[src/rtl/hvt_pkg.sv]
// Shared types for the interrupt entry/return sequencer.
// Assumes event encoding order matches the arbiter's request vector order.
package hvt_pkg;

    // Winning event of one cycle; value-1 equals its request index.
    typedef enum logic [2:0] {
        EV_NONE = 3'd0,
        EV_ILL  = 3'd1,
        EV_ALGN = 3'd2,
        EV_TRAP = 3'd3,
        EV_HRFI = 3'd4,
        EV_RFI  = 3'd5,
        EV_EXT  = 3'd6,
        EV_MSRW = 3'd7
    } hvt_ev_e;

    localparam int unsigned NUM_SRC = 7;

    localparam logic [11:0] OFF_EMUL = 12'hE40;
    localparam logic [11:0] OFF_EXT  = 12'h500;
    localparam logic [11:0] OFF_ALGN = 12'h600;
    localparam logic [11:0] OFF_TRAP = 12'h700;

    // Low vector offset of an interrupt entry.
    function automatic logic [11:0] vec_offset(hvt_ev_e ev);
        case (ev)
            EV_ILL:  return OFF_EMUL;
            EV_EXT:  return OFF_EXT;
            EV_ALGN: return OFF_ALGN;
            EV_TRAP: return OFF_TRAP;
            default: return 12'h000;
        endcase
    endfunction

    // True for events that enter an interrupt.
    function automatic logic is_entry(hvt_ev_e ev);
        return (ev == EV_ILL) || (ev == EV_ALGN) || (ev == EV_TRAP) || (ev == EV_EXT);
    endfunction

    // True for interrupts that use the hypervisor save pair.
    function automatic logic to_hyper(hvt_ev_e ev);
        return (ev == EV_ILL) || (ev == EV_EXT);
    endfunction

endpackage

[src/rtl/hvt_arbiter.sv]
// Fixed-priority picker: request index 0 is the highest priority.
// Assumes the request vector is already masked (external by enable bit).
module hvt_arbiter
    import hvt_pkg::*;
#(
    parameter int unsigned NSRC = NUM_SRC
) (
    input  logic [NSRC-1:0] req,
    output hvt_ev_e         win
);

    // Scan from lowest priority up so the highest set request wins.
    always_comb begin
        win = EV_NONE;
        for (int i = NSRC - 1; i >= 0; i--) begin
            if (req[i]) begin
                win = hvt_ev_e'(3'(i + 1));
            end
        end
    end

endmodule

[src/rtl/hvt_save.sv]
// Save/restore register bank: an ordinary pair, a hypervisor pair and the
// emulation-instruction capture register. Assumes at most one event per cycle.
module hvt_save
    import hvt_pkg::*;
#(
    parameter int unsigned XLEN = 64,
    parameter int unsigned IW   = 32
) (
    input  logic            clk,
    input  logic            rst_n,
    input  hvt_ev_e         ev,
    input  logic [XLEN-1:0] cur_pc,
    input  logic [XLEN-1:0] nxt_pc,
    input  logic [XLEN-1:0] msr_q,
    input  logic [IW-1:0]   ill_word,
    output logic [XLEN-1:0] srr0,
    output logic [XLEN-1:0] srr1,
    output logic [XLEN-1:0] hsrr0,
    output logic [XLEN-1:0] hsrr1,
    output logic [IW-1:0]   heir
);

    localparam int unsigned NPAIR = 2;

    logic [XLEN-1:0] save_addr;
    logic [IW-1:0]   heir_q;

    // Return address: external resumes at the next instruction, others at the faulting one.
    assign save_addr = (ev == EV_EXT) ? nxt_pc : cur_pc;

    for (genvar g = 0; g < NPAIR; g++) begin : g_pair
        logic [XLEN-1:0] addr_q;
        logic [XLEN-1:0] state_q;
        logic            hit;

        assign hit = is_entry(ev) && (to_hyper(ev) == (g == 1));

        // Capture return address and prior machine state on an entry routed to this pair.
        always_ff @(posedge clk) begin
            if (!rst_n) begin
                addr_q  <= '0;
                state_q <= '0;
            end else if (hit) begin
                addr_q  <= save_addr;
                state_q <= msr_q;
            end
        end
    end

    // Record the illegal instruction word on an emulation-assist entry.
    always_ff @(posedge clk) begin
        if (!rst_n) begin
            heir_q <= '0;
        end else if (ev == EV_ILL) begin
            heir_q <= ill_word;
        end
    end

    assign srr0  = g_pair[0].addr_q;
    assign srr1  = g_pair[0].state_q;
    assign hsrr0 = g_pair[1].addr_q;
    assign hsrr1 = g_pair[1].state_q;
    assign heir  = heir_q;

endmodule

[src/rtl/hvt_msr.sv]
// Machine-state register with the hypervisor bit pinned to one.
// Assumes the save pairs present their values before this cycle's update.
module hvt_msr
    import hvt_pkg::*;
#(
    parameter int unsigned XLEN   = 64,
    parameter int unsigned HV_POS = 60,
    parameter int unsigned EE_POS = 15
) (
    input  logic            clk,
    input  logic            rst_n,
    input  hvt_ev_e         ev,
    input  logic [XLEN-1:0] wdata,
    input  logic [XLEN-1:0] srr1,
    input  logic [XLEN-1:0] hsrr1,
    output logic [XLEN-1:0] msr_q
);

    localparam logic [XLEN-1:0] HV_MASK = XLEN'(1) << HV_POS;
    localparam logic [XLEN-1:0] EE_MASK = XLEN'(1) << EE_POS;

    logic [XLEN-1:0] msr_d;
    logic [XLEN-1:0] msr_r;

    // Select the next machine state for this cycle's event, then pin the hypervisor bit.
    always_comb begin
        case (ev)
            EV_ILL, EV_ALGN, EV_TRAP, EV_EXT: msr_d = msr_r & ~EE_MASK;
            EV_RFI:  msr_d = srr1;
            EV_HRFI: msr_d = hsrr1;
            EV_MSRW: msr_d = wdata;
            default: msr_d = msr_r;
        endcase
        msr_d = msr_d | HV_MASK;
    end

    // Machine-state register; reset leaves only the hypervisor bit set.
    always_ff @(posedge clk) begin
        if (!rst_n) begin
            msr_r <= HV_MASK;
        end else begin
            msr_r <= msr_d;
        end
    end

    assign msr_q = msr_r;

endmodule

[src/rtl/hvt_redir.sv]
// Fetch redirect generator: one-cycle strobe plus registered target.
// Assumes the save pairs present their values before this cycle's update.
module hvt_redir
    import hvt_pkg::*;
#(
    parameter int unsigned     XLEN     = 64,
    parameter logic [XLEN-1:0] VEC_BASE = '0
) (
    input  logic            clk,
    input  logic            rst_n,
    input  hvt_ev_e         ev,
    input  logic [XLEN-1:0] srr0,
    input  logic [XLEN-1:0] hsrr0,
    output logic            redirect,
    output logic [XLEN-1:0] redirect_pc
);

    logic [XLEN-1:0] tgt;
    logic            fire;
    logic            fire_q;
    logic [XLEN-1:0] tgt_q;

    // Target: vector for entries, saved address for returns.
    always_comb begin
        case (ev)
            EV_RFI:  tgt = srr0;
            EV_HRFI: tgt = hsrr0;
            default: tgt = VEC_BASE + XLEN'(vec_offset(ev));
        endcase
        fire = is_entry(ev) || (ev == EV_RFI) || (ev == EV_HRFI);
    end

    // Register strobe and target for the fetch unit.
    always_ff @(posedge clk) begin
        if (!rst_n) begin
            fire_q <= 1'b0;
            tgt_q  <= '0;
        end else begin
            fire_q <= fire;
            if (fire) begin
                tgt_q <= tgt;
            end
        end
    end

    assign redirect    = fire_q;
    assign redirect_pc = tgt_q;

endmodule

[src/rtl/hv_trap_seq.sv]
// Interrupt entry and return sequencer for a core fixed in hypervisor state.
// Assumes the request inputs all refer to the instruction at the head of the
// pipeline and that cur_pc/nxt_pc/ill_word are valid whenever a request is.
module hv_trap_seq
    import hvt_pkg::*;
#(
    parameter int unsigned     XLEN     = 64,
    parameter int unsigned     IW       = 32,
    parameter int unsigned     HV_POS   = 60,
    parameter int unsigned     EE_POS   = 15,
    parameter logic [XLEN-1:0] VEC_BASE = '0
) (
    input  logic            clk,
    input  logic            rst_n,
    input  logic            ill_req,
    input  logic [IW-1:0]   ill_word,
    input  logic            algn_req,
    input  logic            trap_req,
    input  logic            ext_req,
    input  logic            rfi_req,
    input  logic            hrfi_req,
    input  logic            msr_wr,
    input  logic [XLEN-1:0] msr_wdata,
    input  logic [XLEN-1:0] cur_pc,
    input  logic [XLEN-1:0] nxt_pc,
    output logic            redirect,
    output logic [XLEN-1:0] redirect_pc,
    output logic [XLEN-1:0] msr,
    output logic [XLEN-1:0] srr0,
    output logic [XLEN-1:0] srr1,
    output logic [XLEN-1:0] hsrr0,
    output logic [XLEN-1:0] hsrr1,
    output logic [IW-1:0]   heir
);

    logic [NUM_SRC-1:0] req_vec;
    hvt_ev_e            ev;
    logic [XLEN-1:0]    msr_q;

    // Request vector in priority order; external masked by the enable bit.
    assign req_vec = {msr_wr, ext_req & msr_q[EE_POS], rfi_req, hrfi_req,
                      trap_req, algn_req, ill_req};

    hvt_arbiter #(.NSRC(NUM_SRC)) u_arb (
        .req (req_vec),
        .win (ev)
    );

    hvt_save #(.XLEN(XLEN), .IW(IW)) u_save (
        .clk      (clk),
        .rst_n    (rst_n),
        .ev       (ev),
        .cur_pc   (cur_pc),
        .nxt_pc   (nxt_pc),
        .msr_q    (msr_q),
        .ill_word (ill_word),
        .srr0     (srr0),
        .srr1     (srr1),
        .hsrr0    (hsrr0),
        .hsrr1    (hsrr1),
        .heir     (heir)
    );

    hvt_msr #(.XLEN(XLEN), .HV_POS(HV_POS), .EE_POS(EE_POS)) u_msr (
        .clk   (clk),
        .rst_n (rst_n),
        .ev    (ev),
        .wdata (msr_wdata),
        .srr1  (srr1),
        .hsrr1 (hsrr1),
        .msr_q (msr_q)
    );

    hvt_redir #(.XLEN(XLEN), .VEC_BASE(VEC_BASE)) u_redir (
        .clk         (clk),
        .rst_n       (rst_n),
        .ev          (ev),
        .srr0        (srr0),
        .hsrr0       (hsrr0),
        .redirect    (redirect),
        .redirect_pc (redirect_pc)
    );

    assign msr = msr_q;

endmodule

[config.mk]
export PLATFORM = sky130hd
export DESIGN_NAME = hv_trap_seq
export DESIGN_NICKNAME = d
export VERILOG_FILES = /design/src/rtl/hvt_pkg.sv /design/src/rtl/hvt_arbiter.sv /design/src/rtl/hvt_save.sv /design/src/rtl/hvt_msr.sv /design/src/rtl/hvt_redir.sv /design/src/rtl/hv_trap_seq.sv
export SDC_FILE = /design/constraint.sdc
export NUM_CORES = 1
export LEC_CHECK = 0
export CORE_AREA = 2 2 250 252
export CTS_BUF_LIST = sky130_fd_sc_hd__clkbuf_4 sky130_fd_sc_hd__clkbuf_8
export DETAILED_ROUTE_END_ITERATION = 7
export DIE_AREA = 0 0 252 254
export DONT_BUFFER_PORTS = 1
export HOLD_SLACK_MARGIN = 0.03
export SETUP_SLACK_MARGIN = 0.2
export SYNTH_ARGS = -nofsm -noshare
export SYNTH_HDL_FRONTEND = slang
export SYNTH_SLANG_ARGS = --single-unit
[constraint.sdc]
create_clock -name clk -period 2.44 [get_ports clk]
set_input_delay 0.366 -clock clk [delete_from_list [all_inputs] [get_ports clk]]
set_output_delay 0.366 -clock clk [all_outputs]
set_load 0.01 [all_outputs]
* After elaboration in Yosys (flattened, before gate mapping) *
Cells that the tools add are included.

word-level totals
  register bits = 417
  input port bits = 233
  output and inout port bits = 417
  logic and storage cells = 45

cells by class
  equal/unequal tests = 7
  mux-type cells = 12
  bitwise logic cells = 3
  reduce and logical (&&, ||, !) cells = 13

operators with widths
  cell                  count
  $pmux W64 S4          1
  $pmux W64 S2          1
  $mux W64              1
  $pmux W12 S4          1
  $mux W3               7
  $eq A3 B3 Y1 const B  4
  $mux W12              1
  $eq A3 B2 Y1 const B  2
  $logic_or A1 B1 Y1    6
  $reduce_bool A4 Y1    1
  $reduce_or A4 Y1      1
  $eq A3 B1 Y1 const B  1
  $reduce_bool A3 Y1    1
  $logic_and A1 B1 Y1   2
  $not A1 Y1            2
  $reduce_and A2 Y1     1
  $reduce_or A2 Y1      1
  $and A1 B1 Y1         1

* Longest topological paths before layout *
  depth after elaboration = 13
  depth in mapped cells = 7
  gate-level depth less buffers = 4

* Cells and area by module *
From an unflattened synthesis, not the netlist that was laid out.

unflattened totals
  cells, all modules = 1946
  area, all modules = 17968.5 sq um

by module, submodules not included
  module       times used  cells each  area each (sq um)  seq. area each (sq um)
  hvt_save     1           1260        10910.5            5765.5
  hvt_msr      1           297         3719.8             1261.2
  hvt_redir    1           377         3270.6             1301.2
  hvt_arbiter  1           11          61.3               0.0
  hv_trap_seq  1           1           6.3                0.0

* Least setup slack after synthesis *
Ideal clock, no wire load.

  path type = input port to flip-flop
  from = input ill_req
  to = register u_save.g_pair[1].addr_q[10], in the netlist u_save.hsrr0[10]
  setup time = 146 ps
  arrival time = 1640 ps
  required time = 2294 ps
  setup slack = 654 ps
  cell stages on the path = 7
  path buffers = 3
  path through = buf_2 > or3_4 > a211o_1 > buf_4 > buf_2 > nor2_1 > a211oi_2

on the way
  longest elaborated chain between the ends = 6
  elaborated cells between the ends (all ways) = 11
  those cells by class = eq/ne (4); mux (2); reduce/logical (5)

RTL lines
  what                                          line                          source
  from (decl)                                   hv_trap_seq.sv:15             input logic ill_req,
  $mux W3 (*)                                   hvt_arbiter.sv:16             if (req[i]) begin
  $eq A3 B1 Y1 or $eq A3 B2 Y1 (tied branches)  hvt_pkg.sv:37, hvt_pkg.sv:42
  $logic_or A1 B1 Y1 (3 in series)              hvt_pkg.sv:37                 return (ev == EV_ILL) || (ev == EV_ALGN) || (ev == EV_TRAP) || (ev == EV_EXT);
  $logic_and A1 B1 Y1                           hvt_save.sv:36                assign hit = is_entry(ev) && (to_hyper(ev) == (g == 1));
  to (signal assigned)                          hvt_save.sv:44                addr_q <= save_addr;
  to (decl)                                     hvt_save.sv:32                logic [XLEN-1:0] addr_q;

Mark *: on every way between the ends. The rest lies on a longest branch, timed or not.
A chain may end at the register's enable or synchronous reset.

* Worst setup path after layout *
  from = input trap_req
  to = register u_msr.msr_r[15], in the netlist u_msr.msr_q[15]

on the way
  longest elaborated chain between the ends = 6
  elaborated cells between the ends (all ways) = 13
  those cells by class = eq/ne (7); mux (4); reduce/logical (2)

RTL lines
  what                                                line               source
  from (decl)                                         hv_trap_seq.sv:18  input logic trap_req,
  $mux W3 (*) (3 in series)                           hvt_arbiter.sv:16
  $eq A3 B1 Y1 (tied with other cells)                hvt_msr.sv:27      case (ev)
  $reduce_or A4 Y1                                    hvt_msr.sv:27
  $pmux W64 S4 or $reduce_bool A4 Y1 (tied branches)  n/a
  to (signal assigned)                                hvt_msr.sv:42      msr_r <= msr_d;
  to (decl)                                           hvt_msr.sv:23      logic [XLEN-1:0] msr_r;

Marked as above.

==> results.md <==
- Post-detailed-route wirelength per cell: 23.3 um
- Startpoint Class: input port
- Fin crit period: approximately 2100 ps
- Total Wirelength: 64,500 um
- Post-synthesis sequential area ratio: a little over half
- Num CTS Buffers: 73
- Status: finished clean
- FF-to-FF Start: u_msr.msr_q[15]
- Vias/cell: ~5.4
- Cell row count: 91
- Number of flops mapped to enable cells by yosys: 0
- Syn Nets: 1,935
- Hold_sp: rfi_req
- Clock root buffer: clkbuf_8
- PwrDens: 744 nW/um^2
- Final period util: between 80% and 90%
- Setup TNS: 0 ps
- Max-cap viol count: 0
- Detailed Place HPWL: 39,800 um
- Hold_ws: 112 ps
- Fmax: about 0.47 GHz
- Placed Area: 16,700 um^2
- Critical path type: in2reg
- Max VDD drop: 0.362 mV
- First-pass GRT wire length: 93,000 um
- Area share of the largest cell type after synthesis: a little over half
- Area of the mapped netlist: 15,900 um^2
- Fin. Hold Viols: 0
- Clk pin slew, worst setup/hold paths: 70 ps
- IO Count: 650
- Vias in the first global route: 14,800
- Distinct cells, synth: 44
- Post-Synthesis Cells: approximately 1,700
- RSZ-0062 raised after global routing: false
- HP Class: in2reg
- CP Data Required Time: 3010 ps
- Core area: 61,300 um^2
- Die width: 252 um
- Longest Clk Path Bufs: 3
- DR iter-0 viols: between 1,500 and 2,000
- Setup-failing EPs final: 0
- Share of layout cells above drive strength 1: 12.7%
- Top post-synthesis cells by area: dfxtp_1 (52%), nand2_1 (9.2%), mux2i_1 (6.1%)
- Crit path max fanout: 63
- Clk_skew: 41.7 ps
- Final Power: ~0.016 W
- Nets: 2,157
- Antenna Violating Nets Remaining: 0
- Ys flop type: dfxtp_1
- Area grow syn2layout: 31.8%
- Initial antenna violation count: 9
- Synthesis-stage register bit count: 416
- Port Buffer Count: 0
- CP arrival: 2690 ps
- Clk sinks: between 400 and 500
- Static Leakage: between 7 and 8 nW
- Syn Area/Cell: 9.32 um^2
- Slew Viols, Final: 0
- Warnings from Yosys: 0
- Final Wtd Congestion: 0.859
- Ys async rst share: 0%
- Die area: roughly 64,000 um^2
- Flop-to-flop setup slack: 350 ps
- Critical Path Source: trap_req
- DR pass1 iterations: 7
- Overall die height: 254 um
- Worst Tran Pin Value: 953 ps
- Critical Path End Type: flop
- Number of remaining DRC errors: 0
- Largest net degree at the start of global routing: 145
- Area leader, netlist: dfxtp_1
- Clock latency on the worst-skew pair: 650 ps
- Global route overflow: 0
- CTS tree: done
- Starting density of the core: between 20 and 30%
- GRT Overall Usage: 18.8%
- H-tree depth: 3
- Slew headroom: a little over a third
- Design Area, Final: about 21,000 um^2
- Total number of vias: about 15,000
==> worst max-delay path, cell delays in order <==
cell,delay (ps)
dlygate4sd3_1,620
nor3_4,290
o2111a_2,270
buf_12,300
nand2_1,110
a21oi_1,150
dlygate4sd3_1,560
==> power by group <==
group	leakage, nW	switching, W	internal, W
Clock	0.853	0.00302	0.00405
Combinational	3.15	0.000595	0.000566
Sequential	3.38	0.000334	0.00699
Total	7.39	0.00395	0.0116
==> registers in the layout, summed over array words and instances (netlist names) <==
register and flops:
u_save.srr1 64, u_save.hsrr0 64, u_save.srr0 64, u_redir.redirect_pc 64, u_save.heir 32, u_redir.redirect 1
u_save.hsrr1 64, u_msr.msr_q 63
==> layout by cell type, fill, tap and decap left out, drive strengths merged, types with 2 or more instances in the layout <==
cell type,netlist,final
a22o,64,64
a21oi,128,128
diode,0,6
nand2,387,387
dlygate4sd3,0,259
or2,2,2
and3,2,2
buf,72,42
clkinv,0,9
clkinvlp,0,2
o21ai,6,6
a22oi,62,62
clkbuf,82,113
inv,5,8
a221oi,3,3
a211oi,64,64
a31oi,64,64
a222oi,59,59
dfxtp,416,416
nor2,170,170
a21boi,2,2
mux2i,96,96
bufinv,0,3
==> layout make-up <==
cell class	count	area (um^2)
Antenna cell	6	15.0
Clock buffer	113	1420
Clock inverter	17	181
Fill cell	6002	40300
Inverter	5	26.3
Multi-Input combinational cell	1127	6850
Sequential cell	416	8330
Tap cell	790	988
Timing Repair Buffer	301	3100
==> cell usage after synthesis, types with 4 or more instances <==
library cell / count
a31oi_1: 64
a222oi_1: 59
clkbuf_1: 82
a22oi_1: 62
buf_2: 56
buf_4: 5
dfxtp_1: 416
nor2_1: 166
a211oi_2: 64
inv_1: 4
a22o_1: 64
a21oi_1: 128
nand2_1: 387
mux2i_1: 96
buf_6: 8
o21ai_0: 5
==> worst paths after layout <==
kind / to / cells after the start
setup / recovery: u_msr.msr_q[15] / 7
hold / removal: u_redir.redirect_pc[11] / 4
hold reg to reg: u_save.srr1[5] / 2
setup reg to reg: u_msr.msr_q[15] / 6
==> what timing repair did <==
action	in CTS	in global routing
setup endpoints to repair	0	1
resized for setup	0	1
endpoints found under the hold margin	235	0
hold buffers	259	0
buffers inserted	0	3
==> routing by layer <==
layer,up-vias,routed length (um),track usage [%]
met5,-,41,0
met1,7227,23700,20.4
met3,186,7670,8.36
met4,6,2470,9.18
li1,6535,-,-
met2,928,30700,31.1
==> per-stage QoR <==
stage	instances	worst slack (ps)	utilization, %
2_1_floorplan	1702	654	-
3_3_place_gp	2377	320	27.2
3_5_place_dp	2377	304	27.2
4_1_cts	2766	240	34.1
5_1_grt	2773	253	34.1
6_report	2775	319	34.1
==> cell families after synthesis <==
family | after synthesis | share of synthesized area [%]
other | 1 | 0.0236
flip-flops | 416 | 52.5
AND/OR/NAND/NOR | 567 | 13.8
buffers and inverters | 159 | 4.70
AO/OA/AOI/OAI | 463 | 23.0
multiplexers | 96 | 6.05
Note: power is estimated with default switching activity, not from simulation.
